`src/rtl/fcs_pkg.sv`:
```
package fcs_pkg;
  localparam int BYTE_W  = 8;
  localparam int FCS_LEN = 4;
  localparam int CRC_W   = 32;
  localparam logic [CRC_W-1:0] CRC_POLY_R = 32'hEDB8_8320;
  localparam logic [CRC_W-1:0] CRC_SEED   = 32'hFFFF_FFFF;

  typedef enum logic [1:0] {ST_IDLE, ST_GEN, ST_PASS, ST_TAIL} fcs_state_e;
  typedef enum logic [1:0] {SEL_NONE, SEL_IN, SEL_HOLD, SEL_TAIL} out_sel_e;

  // Fold one byte into the running reflected CRC, LSB first.
  function automatic logic [CRC_W-1:0] crc_fold_byte(input logic [CRC_W-1:0] c_in,
                                                     input logic [BYTE_W-1:0] d);
    logic [CRC_W-1:0] c;
    c = c_in;
    for (int b = 0; b < BYTE_W; b++) begin
      c = (c >> 1) ^ (CRC_POLY_R & {CRC_W{c[0] ^ d[b]}});
    end
    return c;
  endfunction

  // Byte lane of the transmitted (complemented) check value, lane 0 first.
  function automatic logic [BYTE_W-1:0] fcs_lane(input logic [CRC_W-1:0] c, input int lane);
    logic [CRC_W-1:0] f;
    f = ~c;
    return f[lane*BYTE_W +: BYTE_W];
  endfunction
endpackage

```
`src/rtl/fcs_crc_acc.sv`:
```
module fcs_crc_acc
  import fcs_pkg::*;
#(
  parameter int DW = BYTE_W,
  parameter int CW = CRC_W
) (
  input  logic          clk,
  input  logic          rst_n,
  input  logic          start,
  input  logic          fold,
  input  logic [DW-1:0] din,
  output logic [CW-1:0] crc_q
);
  always_ff @(posedge clk or negedge rst_n) begin
    if (!rst_n)     crc_q <= CRC_SEED;
    else if (start) crc_q <= crc_fold_byte(CRC_SEED, din);
    else if (fold)  crc_q <= crc_fold_byte(crc_q, din);
  end
endmodule

```
`src/rtl/fcs_tail_hold.sv`:
```
module fcs_tail_hold #(
  parameter int DEPTH = 4,
  parameter int W     = 8,
  localparam int IDX_W = $clog2(DEPTH),
  localparam int CNT_W = $clog2(DEPTH + 1)
) (
  input  logic             clk,
  input  logic             rst_n,
  input  logic             clear,
  input  logic             push,
  input  logic [W-1:0]     din,
  input  logic [IDX_W-1:0] rd_idx,
  output logic [W-1:0]     rd_data,
  output logic [CNT_W-1:0] count
);
  // slot[0] is the oldest byte once the buffer is full; new bytes enter at the top.
  logic [W-1:0] slot [DEPTH];

  always_ff @(posedge clk or negedge rst_n) begin
    if (!rst_n) begin
      for (int k = 0; k < DEPTH; k++) slot[k] <= '0;
    end else if (push) begin
      for (int k = 0; k < DEPTH - 1; k++) slot[k] <= slot[k+1];
      slot[DEPTH-1] <= din;
    end
  end

  always_ff @(posedge clk or negedge rst_n) begin
    if (!rst_n)                                   count <= '0;
    else if (clear)                               count <= push ? CNT_W'(1) : '0;
    else if (push && count != CNT_W'(DEPTH))      count <= count + CNT_W'(1);
  end

  assign rd_data = slot[rd_idx];
endmodule

```
`src/rtl/fcs_tx_ctrl.sv`:
```
module fcs_tx_ctrl
  import fcs_pkg::*;
#(
  parameter int TAIL_LEN = FCS_LEN,
  localparam int IDX_W = $clog2(TAIL_LEN),
  localparam int CNT_W = $clog2(TAIL_LEN + 1)
) (
  input  logic             clk,
  input  logic             rst_n,
  input  logic             in_valid,
  input  logic             in_sof,
  input  logic             in_last,
  input  logic             in_pass,
  input  logic             in_underflow,
  input  logic             out_ready,
  input  logic [CNT_W-1:0] hold_count,
  output logic             in_ready,
  output logic             out_valid,
  output logic             out_last,
  output out_sel_e         out_sel,
  output logic             crc_start,
  output logic             crc_fold,
  output logic             hold_clear,
  output logic             hold_push,
  output logic [IDX_W-1:0] tail_idx,
  output logic             pass_q,
  output logic             unf_q,
  output fcs_state_e       st
);
  localparam logic [IDX_W-1:0] IDX_LAST = IDX_W'(TAIL_LEN - 1);

  logic             hold_full, accept, sof_here, frame_open, tail_go, tail_done, pass_now;
  logic [CNT_W-1:0] cnt_after;
  logic [IDX_W-1:0] tidx_first;

  assign hold_full = (hold_count == CNT_W'(TAIL_LEN));
  assign sof_here  = (st == ST_IDLE) && in_valid && in_sof;
  assign pass_now  = (st == ST_IDLE) ? in_pass : pass_q;

  always_comb begin
    in_ready  = 1'b0;
    out_valid = 1'b0;
    out_last  = 1'b0;
    out_sel   = SEL_NONE;
    unique case (st)
      ST_IDLE: begin
        if (sof_here && !in_pass) begin
          out_valid = 1'b1;
          in_ready  = out_ready;
          out_sel   = SEL_IN;
        end else begin
          in_ready  = 1'b1;
        end
      end
      ST_GEN: begin
        out_valid = in_valid;
        in_ready  = out_ready;
        out_sel   = SEL_IN;
      end
      ST_PASS: begin
        if (hold_full) begin
          out_valid = in_valid;
          in_ready  = out_ready;
          out_sel   = SEL_HOLD;
        end else begin
          in_ready  = 1'b1;
        end
      end
      ST_TAIL: begin
        out_valid = 1'b1;
        out_sel   = SEL_TAIL;
        out_last  = (tail_idx == IDX_LAST);
      end
      default: ;
    endcase
  end

  assign accept     = in_valid && in_ready;
  assign crc_start  = sof_here && accept && !in_pass;
  assign crc_fold   = (st == ST_GEN) && accept;
  assign hold_clear = sof_here && accept && in_pass;
  assign hold_push  = hold_clear || ((st == ST_PASS) && accept);
  assign frame_open = (st == ST_GEN) || (st == ST_PASS) || sof_here;
  assign tail_go    = accept && in_last && ((st == ST_GEN) || (st == ST_PASS) || sof_here);
  assign tail_done  = (st == ST_TAIL) && out_ready && (tail_idx == IDX_LAST);

  // Hold occupancy after the push of the end byte decides where the tail starts.
  always_comb begin
    if (hold_clear)     cnt_after = CNT_W'(1);
    else if (hold_full) cnt_after = CNT_W'(TAIL_LEN);
    else                cnt_after = hold_count + CNT_W'(1);
    tidx_first = pass_now ? IDX_W'(TAIL_LEN - int'(cnt_after)) : '0;
  end

  always_ff @(posedge clk or negedge rst_n) begin
    if (!rst_n) begin
      st       <= ST_IDLE;
      pass_q   <= 1'b0;
      tail_idx <= '0;
    end else begin
      unique case (st)
        ST_IDLE: if (sof_here && accept) begin
          pass_q <= in_pass;
          if (in_last) begin
            st       <= ST_TAIL;
            tail_idx <= tidx_first;
          end else begin
            st <= in_pass ? ST_PASS : ST_GEN;
          end
        end
        ST_GEN, ST_PASS: if (tail_go) begin
          st       <= ST_TAIL;
          tail_idx <= tidx_first;
        end
        ST_TAIL: if (out_ready) begin
          if (tail_idx == IDX_LAST) st <= ST_IDLE;
          else                      tail_idx <= tail_idx + IDX_W'(1);
        end
        default: st <= ST_IDLE;
      endcase
    end
  end

  always_ff @(posedge clk or negedge rst_n) begin
    if (!rst_n)                         unf_q <= 1'b0;
    else if (tail_done)                 unf_q <= 1'b0;
    else if (in_underflow && frame_open) unf_q <= 1'b1;
  end
endmodule

```
`src/rtl/fcs_tx_append.sv`:
```
module fcs_tx_append
  import fcs_pkg::*;
(
  input  logic              clk,
  input  logic              rst_n,
  input  logic              in_valid,
  output logic              in_ready,
  input  logic [BYTE_W-1:0] in_data,
  input  logic              in_sof,
  input  logic              in_last,
  input  logic              in_pass,
  input  logic              in_underflow,
  output logic              out_valid,
  input  logic              out_ready,
  output logic [BYTE_W-1:0] out_data,
  output logic              out_last
);
  localparam int IDX_W = $clog2(FCS_LEN);
  localparam int CNT_W = $clog2(FCS_LEN + 1);

  out_sel_e          out_sel;
  fcs_state_e        st;
  logic              crc_start, crc_fold, hold_clear, hold_push, pass_q, unf_q;
  logic [IDX_W-1:0]  tail_idx, rd_idx;
  logic [CNT_W-1:0]  hold_count;
  logic [CRC_W-1:0]  crc_q;
  logic [BYTE_W-1:0] hold_rd, tail_byte;

  // Named internal events, used by the bound checker.
  logic st_idle, tail_active, pass_filling;
  assign st_idle      = (st == ST_IDLE);
  assign tail_active  = (st == ST_TAIL);
  assign pass_filling = (st == ST_PASS) && (hold_count != CNT_W'(FCS_LEN));

  fcs_tx_ctrl #(.TAIL_LEN(FCS_LEN)) u_ctrl (
    .clk, .rst_n, .in_valid, .in_sof, .in_last, .in_pass, .in_underflow, .out_ready,
    .hold_count, .in_ready, .out_valid, .out_last, .out_sel, .crc_start, .crc_fold,
    .hold_clear, .hold_push, .tail_idx, .pass_q, .unf_q, .st
  );

  fcs_crc_acc #(.DW(BYTE_W), .CW(CRC_W)) u_crc (
    .clk, .rst_n, .start(crc_start), .fold(crc_fold), .din(in_data), .crc_q
  );

  assign rd_idx = tail_active ? tail_idx : '0;

  fcs_tail_hold #(.DEPTH(FCS_LEN), .W(BYTE_W)) u_hold (
    .clk, .rst_n, .clear(hold_clear), .push(hold_push), .din(in_data),
    .rd_idx, .rd_data(hold_rd), .count(hold_count)
  );

  assign tail_byte = (pass_q ? hold_rd : fcs_lane(crc_q, int'(tail_idx))) ^ {BYTE_W{unf_q}};

  always_comb begin
    unique case (out_sel)
      SEL_IN:   out_data = in_data;
      SEL_HOLD: out_data = hold_rd;
      SEL_TAIL: out_data = tail_byte;
      default:  out_data = '0;
    endcase
  end
endmodule

```
`config.mk`:
```
export PLATFORM = sky130hd
export DESIGN_NAME = fcs_tx_append
export DESIGN_NICKNAME = d
export VERILOG_FILES = /design/src/rtl/fcs_pkg.sv /design/src/rtl/fcs_crc_acc.sv /design/src/rtl/fcs_tail_hold.sv /design/src/rtl/fcs_tx_ctrl.sv /design/src/rtl/fcs_tx_append.sv
export SDC_FILE = /design/constraint.sdc
export NUM_CORES = 1
export LEC_CHECK = 0
export BUFFER_PORTS_ARGS = -buffer_cell sky130_fd_sc_hd__buf_2
export CAP_MARGIN = 20
export CORE_MARGIN = 2
export CORE_UTILIZATION = 45
export CTS_BUF_LIST = sky130_fd_sc_hd__clkbuf_8
export CTS_CLUSTER_SIZE = 40
export DETAILED_ROUTE_END_ITERATION = 10
export SETUP_SLACK_MARGIN = 0.3
export SYNTH_ARGS = -nofsm -noshare
export SYNTH_HDL_FRONTEND = slang
export SYNTH_HIERARCHICAL = 1
export SYNTH_SLANG_ARGS = --single-unit
```
`constraint.sdc`:
```
create_clock -name clk -period 3.55 [get_ports clk]
set_input_delay 0.5325 -clock clk [delete_from_list [all_inputs] [get_ports clk]]
set_output_delay 0.5325 -clock clk [all_outputs]
set_load 0.03 [all_outputs]
```
# After elaboration in Yosys (flattened, before gate mapping)
# Cells that the tools add are included.
# op_classes
addsub	3
magnitude_cmp	1
eq_ne	15
shifts	1
muxes	40
bitwise_logic	35
n_reduce_logical	27
# ops
cell	n
31-bit by 32-bit XOR with 32-bit output	15
32-bit two-way mux	2
2-bit two-way mux	16
32-bit NOT	1
32-bit by 6-bit variable part select with 8-bit output	1
31-bit NOT	1
8-bit two-way mux	3
8-bit case mux with 3 select lines	1
8-bit binary-select mux with 2-bit select	1
1-bit logical AND	15
1-bit XOR	15
2-bit case mux with 3 select lines	2
2-bit == test (second input constant)	5
1-bit two-way mux	10
2-bit case mux with 4 select lines	1
8-bit XOR	1
3-bit two-way mux	2
2-bit by 1-bit inequality test with 1-bit output (second input constant)	3
2-bit inequality test (second input constant)	3
2-bit nonzero test	3
5-bit AND reduction	1
2-bit by 1-bit == test with 1-bit output (second input constant)	2
1-bit case mux with 4 select lines	1
4-bit AND reduction	1
other kinds (14)	16
# totals
reg_bits	73
in_bits	16
word_cells	132

# Longest topological paths before layout
# Gate-level depths: netlist of run 1.
# logic_depth
depth_word	18
depth_mapped	12

# Modules after synthesis
# Netlist of run 1, hierarchy kept.
# modules_own_cells
mod	n_inst	cells_each	area_each_um2	seq_area_each_um2
fcs_crc_acc	1	269	2733.9	840.8
fcs_tail_hold	1	95	1579.0	875.8
fcs_tx_ctrl	1	83	696.9	150.1
fcs_tx_append	1	71	573.0	0.0

# Worst setup path after synthesis of run 1
# OpenSTA, ideal clock, no wires.
# synth_path
path_type	reg2reg
from	reg u_ctrl.st[0]
to	reg u_crc.crc_q[1]
setup_ns	0.085
arrival_time_ns	2.887
required_ns	3.465
path_slack_ns	0.579
stages_incl_launch_ff	12
path_cell_list	dfrtp_1 -> inv_1 -> ha_1 -> buf_2 -> inv_1 -> o211a_1 -> nor2_1 -> and3_1 -> clkbuf_8 -> clkbuf_1 -> mux2i_1 -> a21oi_1
# synth_rtl
item	line_no	rtl
start, declared	fcs_tx_ctrl.sv:28	output fcs_state_e st
start signal, assigned	fcs_tx_ctrl.sv:108	st <= in_pass ? ST_PASS : ST_GEN;
2-bit zero test	fcs_tx_ctrl.sv:37, fcs_tx_ctrl.sv:45	
1-bit logical AND (2 in series)	fcs_tx_ctrl.sv:37	assign sof_here = (st == ST_IDLE) && in_valid && in_sof;
1-bit logical AND	fcs_tx_ctrl.sv:47	if (sof_here && !in_pass) begin
1-bit two-way mux	fcs_tx_ctrl.sv:47	
1-bit case mux with 3 select lines (*)	fcs_tx_ctrl.sv:45	unique case (st)
net in_ready	fcs_tx_append.sv:7	output logic in_ready,
1-bit logical AND (*)	fcs_tx_ctrl.sv:78	assign accept = in_valid && in_ready;
1-bit logical AND (*)	fcs_tx_ctrl.sv:80	assign crc_fold = (st == ST_GEN) && accept;
net crc_fold	fcs_tx_append.sv:23	logic crc_start, crc_fold, hold_clear, hold_push, pass_q, unf_q;
2-bit nonzero test (no line) (*)	-	
end signal, assigned	fcs_crc_acc.sv:16	else if (start) crc_q <= crc_fold_byte(CRC_SEED, din);
end signal, assigned	fcs_crc_acc.sv:17	else if (fold) crc_q <= crc_fold_byte(crc_q, din);
end, declared	fcs_crc_acc.sv:12	output logic [CW-1:0] crc_q
# Mark *: on every way through the listed nets, which the timed path passes. The rest lies on a longest branch.
# A chain may end at the register's enable or synchronous reset.

# Final worst setup path of run 1
# layout_path
from	reg u_ctrl.st[1]
to	out out_data[5]
# layout_rtl
item	line_no	rtl
2-bit zero test	fcs_tx_ctrl.sv:37, fcs_tx_ctrl.sv:45	
1-bit logical AND (2 in series)	fcs_tx_ctrl.sv:37	
1-bit logical AND	fcs_tx_ctrl.sv:47	
1-bit two-way mux	fcs_tx_ctrl.sv:47	
2-bit case mux with 4 select lines (*)	fcs_tx_ctrl.sv:45	
net out_sel[0]	fcs_tx_append.sv:21	out_sel_e out_sel;
2-bit == test or 2-bit by 1-bit == test with 1-bit output (tied branches)	fcs_tx_append.sv:55	unique case (out_sel)
8-bit case mux with 3 select lines (*)	fcs_tx_append.sv:55	
end, declared	fcs_tx_append.sv:15	output logic [BYTE_W-1:0] out_data,
# Mark *: on every way through the listed nets, which the timed path passes. The rest lies on a longest branch. The select of a mux whose other input is x is not followed.

==> results of run 1 <==
sequential cells by signal (all words and copies together) (netlist names):
signal	flops
u_ctrl/pass_q	1
u_ctrl/tail_idx	2
u_hold/slot	32
u_ctrl/st	2
u_crc/crc_q	32
u_hold/count	3
u_ctrl/unf_q	1
cells in the mapped netlist, types with 10 or more instances:
cell / n / share of area, %
sky130_fd_sc_hd__xnor2_1: 70 / 11
sky130_fd_sc_hd__o21ai_0: 20 / 1.8
sky130_fd_sc_hd__inv_1: 11 / 0.74
sky130_fd_sc_hd__nand2_1: 34 / 2.3
sky130_fd_sc_hd__a22oi_1: 11 / 1.5
sky130_fd_sc_hd__nor2_1: 17 / 1.1
sky130_fd_sc_hd__dfstp_2: 32 / 15
sky130_fd_sc_hd__mux2i_1: 39 / 7.0
sky130_fd_sc_hd__dfrtp_1: 41 / 18
sky130_fd_sc_hd__a21oi_1: 34 / 3.0
sky130_fd_sc_hd__xor2_1: 23 / 3.6
sky130_fd_sc_hd__buf_6: 10 / 2.0
sky130_fd_sc_hd__mux2_2: 35 / 7.1
worst max-delay path, cell delays in order, from the launching register on:
cell and delay, ns:
sky130_fd_sc_hd__dfrtp_1 0.44, sky130_fd_sc_hd__inv_1 0.16, sky130_fd_sc_hd__ha_4 0.22, sky130_fd_sc_hd__nand3_2 0.13
sky130_fd_sc_hd__o21ai_2 0.16, sky130_fd_sc_hd__o31a_1 0.31, sky130_fd_sc_hd__nand2_1 0.14, sky130_fd_sc_hd__nor2_4 0.23
sky130_fd_sc_hd__mux2i_1 0.10, sky130_fd_sc_hd__nand2_1 0.09, sky130_fd_sc_hd__buf_2 0.20
stage by stage:
stage | std cells | hold WS, ns | total power, mW | cell area (um2) | setup slack (ns)
global route | 705 | 0.383 | 7.20 | 6000 | 0.313
finish | 705 | 0.313 | 6.75 | 6000 | 0.464
CTS | 705 | 0.338 | 6.74 | 5960 | 0.305
floorplan | 518 | 0.237 | 5.17 | 5580 | 0.579
global placement | 689 | 0.484 | 5.94 | 5740 | 0.528
detailed placement | 689 | 0.495 | 6.01 | 5740 | 0.406
layout make-up:
cell class              instances  area (um2)  area share [%]
well taps                     168         210            3.50
clock inverters                 6        66.3            1.11
repair buffers                 37         215            3.59
inverters                      12        45.0           0.751
flip-flops and latches         73        1870            31.1
multi-input cells             399        3460            57.6
clock buffers                  10         138            2.29
repair_timing:
action / CTS / global route
pin swaps: 0 / 1
resized for setup: 4 / 8
cloned: 0 / 0
setup endpoints to repair: 8 / 8
setup buffers: 0 / 0
layer usage:
layer | share of wire [%] | up-vias | track usage (%)
met5 | 0 | - | 0
met4 | 1.6 | 0 | 6.99
met3 | 3.3 | 17 | 3.69
met2 | 49 | 77 | 33.3
met1 | 46 | 1949 | 27.4
li1 | - | 1852 | -
final timing paths:
check / startpoint / endpoint
worst max-delay path: u_ctrl/st[1] / out_data[5]
worst min-delay path: rst_n / u_hold/slot[3]
worst max register to register: u_ctrl/st[0] / u_crc/crc_q[26]
worst min register to register: u_hold/slot[31] / u_hold/slot[31]
max in group asynchronous: rst_n / u_hold/count[1]
min in group clk: out_ready / u_ctrl/unf_q
cell families after synthesis:
kind of cell | count (synthesis)
DFF | 73
muxes | 82
AOI/OAI and AO/OA | 108
adders and majority gates | 9
xor gates and xnor gates | 108
and+or+nand+nor | 92
buffers and inverters | 46
power groups by stage:
stage	combinational, mW	clock (mW)	sequential, mW
after floorplan	3.50	0	1.68
after global placement	4.14	0	1.80
after detailed placement	4.19	0	1.82
after CTS	4.22	0.709	1.81
after global routing	4.59	0.735	1.88
final	4.25	0.685	1.81
==> run summary, run 1 <==
Between clock sinks in the finished design, the worst skew comes to 0.0125 ns. The number of synthesized flops with an enable pin was 0. Counting every instance in the synthesized netlist gives 518.

The area growth from synthesis to layout is 7.46%. The combinational family with the most area after synthesis was XOR/XNOR gates. The clock reaches the later pin of the worst-skew pair after 0.37 ns. The nature of the critical path endpoint is an output port. The die covers 0.0133 mm2. The netlist uses 64 different library cells. Of the cells placed in the final design, the portion with a size suffix greater than 1 is 30.7%. Entering global routing, the biggest net connects 74 pins.

The synthesized netlist devotes 20.0% of its cell area to XOR and XNOR gates. During I/O placement, the number of pins put on the boundary was 27. Of the post-synthesis cell area, the part taken by muxes is 17.3%. The cell at the root of the clock tree is sky130_fd_sc_hd__clkbuf_8.

The worst path uses 86.9% of the clock period. For the total count of hold-check failures in the final report, the log shows 0. The worst setup path is launched from a flip-flop. At the end of routability-driven placement, the weighted congestion stood at 0.888. The logs give 0 for the number of setup violations in the final report and 3 for the number of H-tree levels. The tools report the synthesized area as 0.00558 mm2. Summed over all failing endpoints, the final setup total negative slack is 0 ns. The run gives 6 as the warning count from the yosys run.

The synthesized netlist devotes 8.34% of its cell area to simple gates. Global routing consumed, over all layers together, 20.4% of the routing resources. The library cells used most frequently in the layout, excluding fill and tap cells, are sky130_fd_sc_hd__xnor2_1 (70), sky130_fd_sc_hd__dfrtp_1 (41), sky130_fd_sc_hd__mux2i_1 (39). The vias after detailed routing was 3895; the number of buffers inserted by hold repair at cts was 0.

Across the run, the number of max-cap violations was 0. The actual transition at the worst max-transition pin is 0.955 ns, and the area share of fa/ha/maj cells after synthesis is 2.02%. The number of rows in the core area is 40. The violation count after the first detailed-route iteration is 177.

The run gives 10.1% as the clock network fraction of design power. For this design the static power due to leakage is 2.36 nW. Predominant post-synthesis flop cell: sky130_fd_sc_hd__dfrtp_1. The tools report the global-route wire length before repair as 20.6 mm. The number of global-route vias before repair is 3760.

The width of the die is 115 um, and the total net switching power is 2.96 mW. The port buffer count works out to 26. Setup repair after global routing left no endpoint under its margin. The floorplan step defined a core boundary enclosing 0.0121 mm2. The repair_antennas step left the layout with diodes totalling 0.

The type of the worst min-delay path is input pin to asynchronous set/reset pin. In the routed design, unresolved DRC markers number 0. TritonCTS built the clock tree. The detail route stage leaves a number of antenna-violating nets equal to 0.

For the finished layout, the period the worst path requires is 3.09 ns. For this run, the top clock speed supported by timing is 324 MHz. The overall routed net length was 13.0 mm; the count of state elements after synthesis was 73. The longest clock path from root to sink contains 2 buffers.

The data arrival time of the worst path is 2.55 ns, and the number of iterations in the first detailed-routing pass is 4. The number of buffers created by CTS came out at 9. Dividing the detail-routed wire length by the instance count gives 18.4 um. The share of flip-flops with an asynchronous set or reset after synthesis was 100%; the clock-pin transition on the worst setup and hold timing paths was 0.09 ns. The most common library cell in the layout ignoring fill and taps is sky130_fd_sc_hd__xnor2_1.

The worst register-to-register path has a depth of 10. In this run the tightest slew margin relative to its limit is 36.4%. The sequential-to-total area share from yosys stat is 33.4%, and the internal power is 3.79 mW. The initial antenna violation count was 0. The tools report the post-layout utilization of the core as 49.7%. In the final design database the tool counted 557 nets. At the worst endpoint, the required time is 3.02 ns. The starting density of the core is 46.3%.

The critical-path maximum fanout was 11. Category of the most critical setup path: flip-flop to output port. Per report_power, the combinational group accounts for 63.0% of the total. The height of the die came out at 115 um.

The flow ran to the end, and the final reports show no timing, DRC or antenna violations. The synthesized-area fraction occupied by ao, oa, aoi and oai cells was 13.2%; the synthesized netlist net count was 543. Summed over all layers, the global routing overflow is 0.

Detailed placement finished with a half-perimeter wire length of 9.26 mm. In this run the power density over the cells is 1120 mW/mm2. Net switching is 43.8% of the power. The clock net in this run drives a total of 73 sinks. Fill cells in the final layout number 1117. IR analysis of the VDD net gives a maximum drop of 455 uV. The worst setup slack for register-to-register paths is 0.74 ns, and the number of vias per cell after detailed routing is 5.52. For the number of pins exceeding their max-slew limit in the final report, the log shows 0. A synthesized cell averages 10.8 um2. Sequential cells burn 26.9% of the power.
(Power assumes the default switching activity.)
==> run 2: changes to the inputs <==
--- a/config.mk
+++ b/config.mk
@@ -8,10 +8,11 @@
 export BUFFER_PORTS_ARGS = -buffer_cell sky130_fd_sc_hd__buf_2
 export CAP_MARGIN = 20
 export CORE_MARGIN = 2
-export CORE_UTILIZATION = 45
+export CORE_UTILIZATION = 55
 export CTS_BUF_LIST = sky130_fd_sc_hd__clkbuf_8
 export CTS_CLUSTER_SIZE = 40
 export DETAILED_ROUTE_END_ITERATION = 10
+export PLACE_DENSITY = 0.73
 export SETUP_SLACK_MARGIN = 0.3
 export SYNTH_ARGS = -nofsm -noshare
 export SYNTH_HDL_FRONTEND = slang
==> run 2 against run 1 <==
Effect of this change: routed wire length is 0.61% lower; utilization increased by 11 points; clock power is 2% higher; design area down 1.1%; fmax is 0.20% higher; worst hold slack is essentially flat; die area down 18%; count of clock-buffer cells in the layout decreased by 1; largest cell class unchanged; first-iteration DRC count grew 89%.
==> run summary, run 2 (synthesis gave the netlist of run 1 again) <==
The number of rows in the core area is 36 (was 40). The type of the worst min-delay path is input pin to asynchronous set/reset pin (unchanged). Critical-path maximum fanout: 8 (was 11). Cell at the root of the clock tree: sky130_fd_sc_hd__clkbuf_8 (unchanged). The required time of the critical path was 3.02 ns (about the same).

Clock skew: 0.0175 ns (was 0.0125 ns). The clock period minus final worst setup slack is 3.08 ns (was 3.09 ns), and the post-route worst hold slack is 0.314 ns (was 0.313 ns). For the I/O pin total, the log shows 27 (unchanged).

The starting density of the core was 56.9% (was 46.3%). The flow ran to the end, and the final reports show no timing, DRC or antenna violations. The actual transition at the worst max-transition pin is 0.933 ns (was 0.955 ns). Setup repair after global routing left no endpoint under its margin.

The overall routed net length is 12.9 mm (was 13.0 mm). The reg-to-reg startpoint is u_ctrl/st[0] (unchanged). Largest registers in the final layout: u_crc/crc_q: 32 flops, u_hold/slot: 32 flops, u_hold/count: 3 flops (unchanged). The run gives 0 ns (unchanged) as the sum of negative setup slack. Part of the power in combinational logic: 62.7% (was 63.0%).

The number of iterations in the first detailed-routing pass came out at 5 (was 4). The post-synthesis to final-layout area growth is 6.32% (was 7.46%), and the global-route wire length before repair is 21.1 mm (was 20.6 mm). The largest net degree at the start of global routing is 74 (unchanged). The area of the die is 0.0110 mm2 (was 0.0133 mm2), and the placer's final routability congestion estimate is 0.914 (was 0.888).

The library cell contributing the largest single delay on the critical path was sky130_fd_sc_hd__a21boi_2 (was sky130_fd_sc_hd__dfrtp_1). The port buffer count was 26 (unchanged); the standard cell core area was 0.00982 mm2 (was 0.0121 mm2). The data arrival time of the worst path came out at 2.55 ns (about the same). The fraction of final layout cells sized beyond drive strength 1 is 29.9% (was 30.7%), and the count of max-cap constraint violations is 0 (unchanged). The number of fillers in the final layout is 841 (was 1117).

The clock-pin transition on the worst setup and hold timing paths was 0.08 ns (was 0.09 ns); the total power divided by cell area was 1140 mW/mm2 (was 1120 mW/mm2). The number of pins exceeding their max-slew limit in the final report is 0 (unchanged). Most frequent cells in the layout: sky130_fd_sc_hd__xnor2_1 (70), sky130_fd_sc_hd__dfrtp_1 (41), sky130_fd_sc_hd__mux2i_1 (39) (unchanged). The sequential power share came out at 26.9% (about the same).

Height of the die: 105 um (was 115 um). The number of global-route vias before repair came out at 3928 (was 3760). The total net switching power is 3.00 mW (was 2.96 mW). The tools report the violation count after the first detailed-route iteration as 335 (was 177). The initial antenna violation count is 0 (unchanged). TritonCTS built the clock tree.

The number of H-tree levels is 3 (unchanged). The final routed DRC violation total was 0 (unchanged); the cell count of the worst reg-to-reg path was 9 (was 10). The number of diodes added for antenna fixing was 0 (unchanged). The number of vias per cell after detailed routing is 5.90 (was 5.52), and the total count of hold-check failures in the final report is 0 (unchanged). The category of the most critical setup path is flip-flop to output port (unchanged). The maximum buffer depth of the clock tree is 2 (unchanged), and the switching portion of total power is 44.4% (was 43.8%). The largest incremental delay on the critical path is 0.45 ns (was 0.44 ns). For the combined global-route utilization of all metal layers, the log shows 24.5% (was 20.4%).

The upper clock frequency limit is 325 MHz (was 324 MHz). The worst slew slack as a fraction of its limit is 37.3% (was 36.4%), and the vias after detailed routing is 3944 (was 3895). The total congestion overflow after global routing is 0 (unchanged). The most common library cell in the layout ignoring fill and taps was sky130_fd_sc_hd__xnor2_1 (unchanged).

The final layout net count is 556 (was 557), and the number of setup violations in the final report is 0 (unchanged). Nature of the critical path endpoint: an output port (unchanged). The sum of net half-perimeters after detailed placement was 9.10 mm (was 9.26 mm). The launching element of the worst setup path was u_ctrl/st[0] (was u_ctrl/st[1]).

The run gives 0.36 ns (was 0.37 ns) as the worst-skew pair later-pin latency. The worst setup slack for register-to-register paths is 0.73 ns (was 0.74 ns). The tools report the clock network fraction of design power as 10.4% (was 10.1%). The width of the die was 105 um (was 115 um). The number of clock sinks is 73 (unchanged). Chain of cells forming the critical path: inv_1 -> ha_1 -> nand3_1 -> a21oi_1 -> a21boi_2 -> a22oi_1 -> nand2_1 -> buf_2 (was inv_1 -> ha_4 -> nand3_2 -> o21ai_2 -> o31a_1 -> nand2_1 -> nor2_4 -> mux2i_1 -> nand2_1 -> buf_2).

The static leakage is 2.36 nW (about the same). The share of the cycle needed by the critical path after routing came out at 86.7% (was 86.9%). The launching element type of the critical path is a flip-flop (unchanged). The per-cell routed wire length was 19.3 um (was 18.4 um).

The tools report the maximum vdd ir drop as 508 uV (was 455 uV). The run gives 3.76 mW (was 3.79 mW) as the internal power. The remaining antenna violation count was 0 (unchanged). The number of buffers created by CTS was 9 (unchanged).
## run 2: what timing repair did
item	in CTS	in global routing
hold buffers	0	0
gates resized for setup	1	4
endpoints found under the setup margin	8	8
buffers inserted	0	1
## run 2: final cells by class
type / count / area, um2 / area share [%]
clock buffer: 9 / 124 / 2.09
clock inverter: 7 / 82.6 / 1.39
inverter: 12 / 45.0 / 0.759
multi-input combinational: 399 / 3420 / 57.6
sequential: 73 / 1870 / 31.5
tap: 133 / 166 / 2.80
timing repair buffer: 36 / 233 / 3.92
## run 2: worst max-delay path, delay by kind of cell (launching register included)
kind / cells / cell delay [ns]
buffers and inverters: 2 / 0.32
and+or+nand+nor: 2 / 0.23
DFF: 1 / 0.44
adders and majority gates: 1 / 0.24
AOI/OAI and AO/OA: 3 / 0.95
## run 2: path summary, 6_finish.rpt
| kind | end |
|---|---|
| setup / recovery | out_data[4] |
| hold / removal | u_ctrl/tail_idx[1] |
| setup reg to reg | u_crc/crc_q[23] |
| hold reg to reg | u_hold/slot[30] |
| max in group asynchronous | u_hold/slot[21] |
| min in group clk | u_ctrl/unf_q |
## run 2: through the flow
step           utilization [%]  instances  cell area, um2  setup slack [ns]  total power, mW
2_1_floorplan                -        518            5580             0.579             5.17
3_3_place_gp              58.1        652            5710             0.738             5.88
3_5_place_dp              58.1        652            5710             0.618             6.01
4_1_cts                   60.2        668            5920             0.302             6.73
5_1_grt                   60.4        669            5940             0.299             7.24
6_report                  60.4        669            5940             0.471             6.75
## run 2: power groups by stage
stage | sequential [mW] | clock [mW] | combinational, mW
floorplan | 1.68 | 0 | 3.50
global placement | 1.80 | 0 | 4.08
detailed placement | 1.83 | 0 | 4.18
CTS | 1.81 | 0.718 | 4.20
global route | 1.88 | 0.765 | 4.59
finish | 1.82 | 0.702 | 4.23
## run 2: per-layer routing
layer,global-route usage (%),part of all wire (%),vias up
met5,0,0,-
met4,8.76,2.1,0
met3,4.74,6.1,21
met2,38.4,48,117
met1,33.9,44,1953
li1,-,-,1853
==> run 3: changes to the inputs <==
--- a/config.mk
+++ b/config.mk
@@ -13,7 +13,7 @@
 export CTS_CLUSTER_SIZE = 40
 export DETAILED_ROUTE_END_ITERATION = 10
 export PLACE_DENSITY = 0.73
-export SETUP_SLACK_MARGIN = 0.3
+export SETUP_SLACK_MARGIN = 0.15
 export SYNTH_ARGS = -nofsm -noshare
 export SYNTH_HDL_FRONTEND = slang
 export SYNTH_HIERARCHICAL = 1
==> constraint.sdc (replaced) <==
create_clock -name clk -period 3.7 [get_ports clk]
set_input_delay 0.555 -clock clk [delete_from_list [all_inputs] [get_ports clk]]
set_output_delay 0.555 -clock clk [all_outputs]
set_load 0.03 [all_outputs]
==> run 3 against run 2 <==
Effect of this change: worst hold slack better by 0.012 ns; count of clock-buffer cells in the layout unchanged; combinational power decreased by 5.0%; clock skew fell by 0.0011 ns; routed wire length fell by 1.6%; non-clock buffer count shrank 2; utilization shrank 0.36 points; design area is 0.59% lower; sequential share of layout area rose by 0.19 points; first-iteration DRC count decreased by 5.7%; via count is 0.23% higher; power shrank 5.4%; largest cell class unchanged.
==> run summary, run 3 (synthesis gave the netlist of run 1 again) <==
The I/O pin total came out at 27 (unchanged). The area of the die is 0.0110 mm2 (unchanged). The maximum buffer depth of the clock tree was 2 (unchanged).

The total power was 6.39 mW (was 6.75 mW). The run finished with clean final reports. The clock-pin transition on the worst setup and hold timing paths works out to 0.10 ns (was 0.08 ns).

The clock skew is 0.0164 ns (was 0.0175 ns), and the global-route wire length before repair is 21.2 mm (was 21.1 mm). The required time of the critical path is 3.14 ns (was 3.02 ns), and the per-cell routed wire length is 19.0 um (was 19.3 um). The logs give 0 (unchanged) for the total congestion overflow after global routing and 316 (was 335) for the violation count after the first detailed-route iteration. The nature of the critical path endpoint was an output port (unchanged). The run gives 484 uV (was 508 uV) as the maximum vdd ir drop. The actual transition at the worst max-transition pin works out to 0.948 ns (was 0.933 ns). Setup repair after global routing left no endpoint under its margin. The data arrival time of the worst path is 2.74 ns (was 2.55 ns), and the sum of net half-perimeters after detailed placement is 8.96 mm (was 9.10 mm).

The cell at the root of the clock tree was sky130_fd_sc_hd__clkbuf_8 (unchanged). Width of the die: 105 um (unchanged). The largest net degree at the start of global routing is 74 (unchanged), and the number of diodes added for antenna fixing is 0 (unchanged).

For the total count of hold-check failures in the final report, the log shows 0 (unchanged). The total power divided by cell area works out to 1080 mW/mm2 (was 1140 mW/mm2). TritonCTS built the clock tree. Of the available clock period, the critical path in the final layout requires 89.0%. For the number of global-route vias before repair, the log shows 4027 (was 3928).

Height of the die: 105 um (unchanged). Static timing analysis puts the maximum clock frequency at 304 MHz. The clock period minus final worst setup slack works out to 3.29 ns. The post-synthesis to final-layout area growth is 5.69% (was 6.32%). The category of the most critical setup path was flip-flop to output port (unchanged). The overall routed net length is 12.7 mm (was 12.9 mm), and the static leakage is 2.35 nW (was 2.36 nW). The most common library cell in the layout ignoring fill and taps was sky130_fd_sc_hd__xnor2_1 (unchanged). For the count of max-cap constraint violations, the log shows 0 (unchanged). The number of H-tree levels was 3 (unchanged). The run gives 0 (unchanged) as the final routed DRC violation total. The tools report the combined global-route utilization of all metal layers as 24.2% (was 24.5%).

The number of vias per cell after detailed routing is 5.93 (was 5.90), and the number of clock sinks is 73 (unchanged). For the worst-skew pair later-pin latency, the log shows 0.37 ns (was 0.36 ns). The launching element type of the critical path was a flip-flop (unchanged). The fraction of final layout cells sized beyond drive strength 1 is 29.8% (was 29.9%), and the starting density of the core is 56.9% (unchanged). The logs give 36.4% (was 37.3%) for the worst slew slack as a fraction of its limit and 0 (unchanged) for the number of buffers inserted by hold repair at cts. The tools report the sum of negative setup slack as 0 ns (unchanged). The critical-path maximum fanout was 11 (was 8); the number of pins exceeding their max-slew limit in the final report was 0 (unchanged). Port buffer count: 26 (unchanged). Most frequent cells in the layout: sky130_fd_sc_hd__xnor2_1 (70), sky130_fd_sc_hd__dfrtp_1 (41), sky130_fd_sc_hd__mux2i_1 (39) (unchanged).

Standard cell core area: 0.00982 mm2 (unchanged). The run gives 3953 (was 3944) as the vias after detailed routing. The logs give 0 (unchanged) for the initial antenna violation count and 4 (was 5) for the number of iterations in the first detailed-routing pass. The tools report the placer's final routability congestion estimate as 0.879 (was 0.914). The number of rows in the core area is 36 (unchanged).

The final layout net count is 554 (was 556). The type of the worst min-delay path is input pin to asynchronous set/reset pin (unchanged). The remaining antenna violation count is 0 (unchanged).

The run gives 9 (unchanged) as the number of buffers created by CTS. Largest registers in the final layout: u_crc/crc_q: 32 flops, u_hold/slot: 32 flops, u_hold/count: 3 flops (unchanged). Number of setup violations in the final report: 0 (unchanged).
[run 3: per-stage QoR]
| step | cell area [um2] | util, % | hold WS, ns | worst slack [ns] | instances |
|---|---|---|---|---|---|
| 3_3_place_gp | 5680 | 57.8 | 0.485 | 0.588 | 650 |
| 5_1_grt | 5900 | 60.1 | 0.413 | 0.152 | 667 |
| 2_1_floorplan | 5580 | - | 0.259 | 0.714 | 518 |
| 4_1_cts | 5870 | 59.8 | 0.361 | 0.152 | 666 |
| 3_5_place_dp | 5680 | 57.8 | 0.496 | 0.545 | 650 |
| 6_report | 5900 | 60.1 | 0.325 | 0.408 | 667 |
[run 3: final timing paths]
kind                            startpoint               to  slack [ns]  cells after the start
max reg2reg                   u_ctrl/st[0]  u_crc/crc_q[20]        0.72                      9
min in group clk                 out_ready     u_ctrl/unf_q        0.44                      2
max in group asynchronous            rst_n  u_hold/slot[24]        2.76                      1
max                           u_ctrl/st[0]      out_data[7]        0.41                     10
min                                  rst_n    u_ctrl/pass_q        0.33                      1
min reg2reg                u_hold/slot[25]  u_hold/slot[25]        0.51                      1
[run 3: final cells by class]
cell class	instances	area [um2]
flip-flops and latches	73	1870
multi-input cells	399	3430
fillers	858	3920
clock buffers	9	124
clock inverters	7	67.6
well taps	133	166
repair buffers	34	205
inverters	12	45.0
[run 3: per-layer routing]
metal	vias to the layer above	wire length, um	global-route usage, %
met1	1957	5760	33.9
met2	120	6130	38.7
met5	-	0	0
met4	0	240	7.52
li1	1853	-	-
met3	23	563	3.99
[run 3: repair_timing]
| item | 4_1_cts | 5_1_grt |
|---|---|---|
| setup endpoints to repair | 8 | 8 |
| setup buffers | 0 | 1 |
| resized for setup | 1 | 5 |
[run 3: worst max-delay path, stage by stage, from the launching register on]
cell and delay, ns:
sky130_fd_sc_hd__dfrtp_1 0.44, sky130_fd_sc_hd__inv_1 0.13, sky130_fd_sc_hd__ha_2 0.31, sky130_fd_sc_hd__nand3_1 0.18
sky130_fd_sc_hd__o21ai_0 0.25, sky130_fd_sc_hd__o31a_1 0.27, sky130_fd_sc_hd__nand3_2 0.19, sky130_fd_sc_hd__a21oi_1 0.21
sky130_fd_sc_hd__mux2i_1 0.11, sky130_fd_sc_hd__nand2_1 0.07, sky130_fd_sc_hd__buf_2 0.19
[run 3: power by group]
part | internal (mW) | switching [mW] | total, mW
Combinational | 1.94 | 2.08 | 4.02
Sequential | 1.33 | 0.404 | 1.74
Clock | 0.265 | 0.371 | 0.636
